<file path="src/rtl/serial_regport.sv">
`timescale 1ns/1ps
module serial_regport #(
  parameter int DATA_W      = 8,
  parameter int ADDR_W      = 7,
  parameter int REG_COUNT   = 16,
  parameter int SYNC_STAGES = 2
) (
  input  logic clk,
  input  logic rst_n,
  input  logic sclk_in,
  input  logic cs_n,
  input  logic sdi,
  input  logic upd_on_fall,
  output logic sdo,
  output logic sdo_en
);
  localparam int HDR   = 1 + ADDR_W;
  localparam int FRAME = HDR + DATA_W;
  localparam int CNT_W = $clog2(FRAME + 1);
  localparam int IDX_W = $clog2(REG_COUNT);

  logic [SYNC_STAGES-1:0] sck_q, sdi_q, csn_q;
  logic sck_d, csn_d;
  logic [CNT_W-1:0] cnt;
  logic [DATA_W-1:0] shreg, oreg;
  logic hdr_rd, loaded;
  logic [ADDR_W-1:0] hdr_addr;
  logic [REG_COUNT-1:0][DATA_W-1:0] regs;

  wire sck_s    = sck_q[SYNC_STAGES-1];
  wire sdi_s    = sdi_q[SYNC_STAGES-1];
  wire csn_s    = csn_q[SYNC_STAGES-1];
  wire rise     = sck_s & ~sck_d;
  wire fall     = ~sck_s & sck_d;
  wire act      = upd_on_fall ? fall : rise;
  wire csn_rise = csn_s & ~csn_d;
  wire in_range = ({1'b0, hdr_addr} < (ADDR_W+1)'(REG_COUNT));
  wire [IDX_W-1:0] idx = hdr_addr[IDX_W-1:0];
  wire [DATA_W-1:0] rdata = in_range ? regs[idx] : '0;

  assign sdo_en = ~csn_s & loaded;
  assign sdo    = sdo_en ? oreg[DATA_W-1] : 1'b0;

  always_ff @(posedge clk or negedge rst_n) begin
    if (!rst_n) begin
      sck_q    <= '0;
      sdi_q    <= '0;
      csn_q    <= '1;
      sck_d    <= 1'b0;
      csn_d    <= 1'b1;
      cnt      <= '0;
      shreg    <= '0;
      oreg     <= '0;
      hdr_rd   <= 1'b0;
      hdr_addr <= '0;
      loaded   <= 1'b0;
      regs     <= '0;
    end else begin
      sck_q <= {sck_q[SYNC_STAGES-2:0], sclk_in};
      sdi_q <= {sdi_q[SYNC_STAGES-2:0], sdi};
      csn_q <= {csn_q[SYNC_STAGES-2:0], cs_n};
      sck_d <= sck_s;
      csn_d <= csn_s;
      if (csn_s) begin
        cnt    <= '0;
        hdr_rd <= 1'b0;
        loaded <= 1'b0;
        oreg   <= '0;
      end else begin
        if (rise && cnt < CNT_W'(FRAME)) begin
          shreg <= {shreg[DATA_W-2:0], sdi_s};
          cnt   <= cnt + 1'b1;
          if (cnt == CNT_W'(HDR - 1))
            {hdr_rd, hdr_addr} <= {shreg[ADDR_W-1:0], sdi_s};
        end
        if (act && hdr_rd && cnt >= CNT_W'(HDR)) begin
          if (!loaded) begin
            oreg   <= rdata;
            loaded <= 1'b1;
          end else begin
            oreg <= {oreg[DATA_W-2:0], 1'b0};
          end
        end
      end
      if (csn_rise && cnt == CNT_W'(FRAME) && !hdr_rd && in_range)
        regs[idx] <= shreg;
    end
  end

  a_r2_commit_at_deselect: assert property (@(posedge clk) disable iff (!rst_n)
    !csn_rise |=> $stable(regs));
  a_r8_read_frame_no_write: assert property (@(posedge clk) disable iff (!rst_n)
    (csn_rise && hdr_rd) |=> $stable(regs));
  a_r7_unpopulated_no_write: assert property (@(posedge clk) disable iff (!rst_n)
    (csn_rise && !in_range) |=> $stable(regs));
  a_r3_count_capped: assert property (@(posedge clk) disable iff (!rst_n)
    cnt <= CNT_W'(FRAME));
  a_r6_enable_only_in_read: assert property (@(posedge clk) disable iff (!rst_n)
    sdo_en |-> hdr_rd);
  a_r4_output_moves_on_edge: assert property (@(posedge clk) disable iff (!rst_n)
    !act |=> ($stable(sdo) || !sdo_en));
endmodule

</file>
<file path="config.mk">
export PLATFORM = sky130hd
export DESIGN_NAME = serial_regport
export DESIGN_NICKNAME = d
export VERILOG_FILES = /design/src/rtl/serial_regport.sv
export SDC_FILE = /design/constraint.sdc
export NUM_CORES = 1
export LEC_CHECK = 0
export ABC_AREA = 1
export BUFFER_PORTS_ARGS = -buffer_cell sky130_fd_sc_hd__buf_2
export CAP_MARGIN = 10
export CORE_MARGIN = 2
export CORE_UTILIZATION = 40
export DETAILED_ROUTE_END_ITERATION = 8
export GPL_ROUTABILITY_DRIVEN = 0
export GPL_TIMING_DRIVEN = 0
export PLACE_DENSITY_LB_ADDON = 0.25
export SYNTH_ARGS = -nofsm -noshare
export SYNTH_HDL_FRONTEND = slang
export SYNTH_SLANG_ARGS = --single-unit
</file>
<file path="constraint.sdc">
create_clock -name clk -period 4.7 [get_ports clk]
set_input_delay 0.94 -clock clk [delete_from_list [all_inputs] [get_ports clk]]
set_output_delay 0.94 -clock clk [all_outputs]
set_load 0.02 [all_outputs]
</file>
==> out/results.txt <==
RSZ-0062 raised after global routing: false
worst slew margin relative to its limit: 0.449
total inserted antenna cells: 0
Critical R2R Launch: hdr_addr[0]
aggregate negative setup slack: 0 ps
final period utilization: 0.566
CTS tree: done
most common cell after layout, fill and taps aside: nand2_1
clock tree skew after final layout: 10.9 ps
overall power: 3.10 mW
register area share after synthesis: 0.533
post-synthesis instance area: 0.00780 mm^2
Min Clock Period, post-route: 2660 ps
drt wl/cell: 17.5 um
power density cells: 351 mW/mm^2
signed area change from the synthesized netlist to the final layout: 13.0%
fin cells: 1299
pin count of the biggest net entering global routing: 90
outcome: complete, no violations
number of buffers added by the clock tree synthesis step: 17
static leakage: 4.25 nW
maximum buffer depth of the clock tree: 2
Placeable Area: 0.0193 mm^2
number of DRC markers after the initial detailed-route iteration: 748
remaining design rule violation count: 0
Pre-antenna DRT Iters: 7
CTS sink cnt: 166
measured slew at the worst slew-check pin: 826 ps
number of hold violations in the final report: 0
Data arrival, critical path: 1720 ps
most frequent cells in the layout: 512 x nand2_1, 163 x dfrtp_1, 108 x o21ai_0, 52 x o21ai_1, 33 x inv_1
global-route wire length before repair: 35400 um
hold-fix buffers at CTS: 0
critical-path maximum fanout: 10
post-synthesis net count: 1002
# rows: 51
library cells used by synthesis: 27
number of antenna violations at the first check in global routing: 0
worst IR drop on VDD: 0.206 mV
routed via count: 6583
port bufs: 7
final count of pins violating max slew: 0
register bit count reported by yosys: 166
Worst Hold Class: flip-flop to flip-flop
worst skew pair latency: 440 ps
total die area: 0.0206 mm^2
sum of overflow across all layers after global routing: 0
HPWL after detailed placement: 15200 um
Worst Min Path Start: sdi_q[0]
height of the chip: 144 um
total cell area at the placement stage: 0.00820 mm^2
total wire length after detailed routing: 22700 um
Startpoint Class: flip-flop
average via count per standard cell: 5.07
die outline width: 144 um
Mapped Cells: 994
GRT Overall Usage: 0.233
synthesis warning total: 0
clock-pin slew of the registers on the worst-case setup and hold paths: 60 ps
Required @ worst endpoint: 3760 ps
DRT antenna net count: 0
ratio of cells with drive above 1 in the final layout: 0.0793
number of ports placed on the die boundary: 8
start point of the critical path: csn_q[1]
quantity of gates resized following cts: 0
cell area after layout: 0.00881 mm^2
Placed Cells: 1267
number of maximum-capacitance constraint violations: 0
root buffer cell: clkbuf_16
vias in the first global route: 6071
final net count: 1029
type of the worst setup path: flip-flop to primary output
timing-limited maximum frequency: 376 MHz
Setup-failing EPs final: 0
initial standard-cell utilization of the core: 0.405
mean instance size in the synthesized netlist: 7.84 um^2
number of setup buffers added after CTS: 0
kind of end point of the critical path: primary output
H-tree Lvls: 4
[flip-flops by register name, indices dropped and copies added (netlist names)]
name,cells
cnt,5
shreg,8
sck_d,1
oreg,8
csn_d,1
hdr_rd,1
csn_q,2
hdr_addr,7
sck_q,2
loaded,1
sdi_q,2
regs,128
[per-layer routing]
layer / part of all wire / global-route usage / up-vias
met5: 0 / 0 / -
met4: 0.017 / 0.0630 / 0
met3: 0.062 / 0.0477 / 27
met2: 0.46 / 0.362 / 207
met1: 0.46 / 0.333 / 3159
li1: - / - / 3190
[worst paths after layout]
kind	endpoint	slack, ps	cells past startpoint
max reg2reg	oreg[6]	2400	11
min	sdi_q[1]	350	0
max in group asynchronous	csn_q[0]	3370	2
max	sdo	2040	4
min in group asynchronous	regs[44]	480	1
min reg2reg	sdi_q[1]	350	0
[worst max-delay path: stages (launching register included)]
cell and delay, ps:
dfstp_2 610, inv_2 90, clkbuf_1 230, and3_1 200, buf_2 150
[cells by family (layout without fill, tap and decap cells)]
| logic type | Yosys count | in the layout | synth area share |
|---|---|---|---|
| AOI/OAI and AO/OA | 166 | 166 | 0.107 |
| adders and majority gates | 2 | 2 | 0.00321 |
| and+or+nand+nor | 574 | 574 | 0.304 |
| buffers and inverters | 86 | 126 | 0.0523 |
| DFF | 166 | 166 | 0.533 |
[Yosys cell counts (all sizes together)]
master  number  area share
buf         32       0.026
and3         1     0.00080
a21oi        4      0.0026
dfrtp      163        0.52
o21bai       1     0.00096
ha           2      0.0032
nand3       25       0.032
nor2        32       0.020
o21ai      160        0.10
nand4        2      0.0024
clkinv       1     0.00048
dfstp        3       0.010
o211ai       1     0.00096
clkbuf      19      0.0091
inv         34       0.016
nor3         2      0.0027
nand2      512        0.25
[area by class of cell]
class / instances / area (um^2)
inverters: 35 / 131
repair buffers: 8 / 72.6
plain buffers: 51 / 277
clock inverters: 11 / 149
fillers: 2004 / 10500
clock buffers: 21 / 460
flip-flops and latches: 166 / 4160
multi-input cells: 742 / 3230
well taps: 265 / 332
[where the power goes]
group          internal, mW  leakage (nW)  switching (mW)  total (mW)
clock network         0.865         0.290           0.587        1.45
registers              1.45          2.29          0.0117        1.46
logic                0.0192          1.67           0.164       0.183
[through the flow]
stage                     hold WS, ps  utilization  setup slack, ps
after floorplan                   331            -             2720
after global placement            339        0.424             14.8
after detailed placement          348        0.426             2350
after CTS                         354        0.457             2010
after global routing              358        0.457             1930
final                             353        0.457             2040
Note: power is estimated with default switching activity, not from simulation.
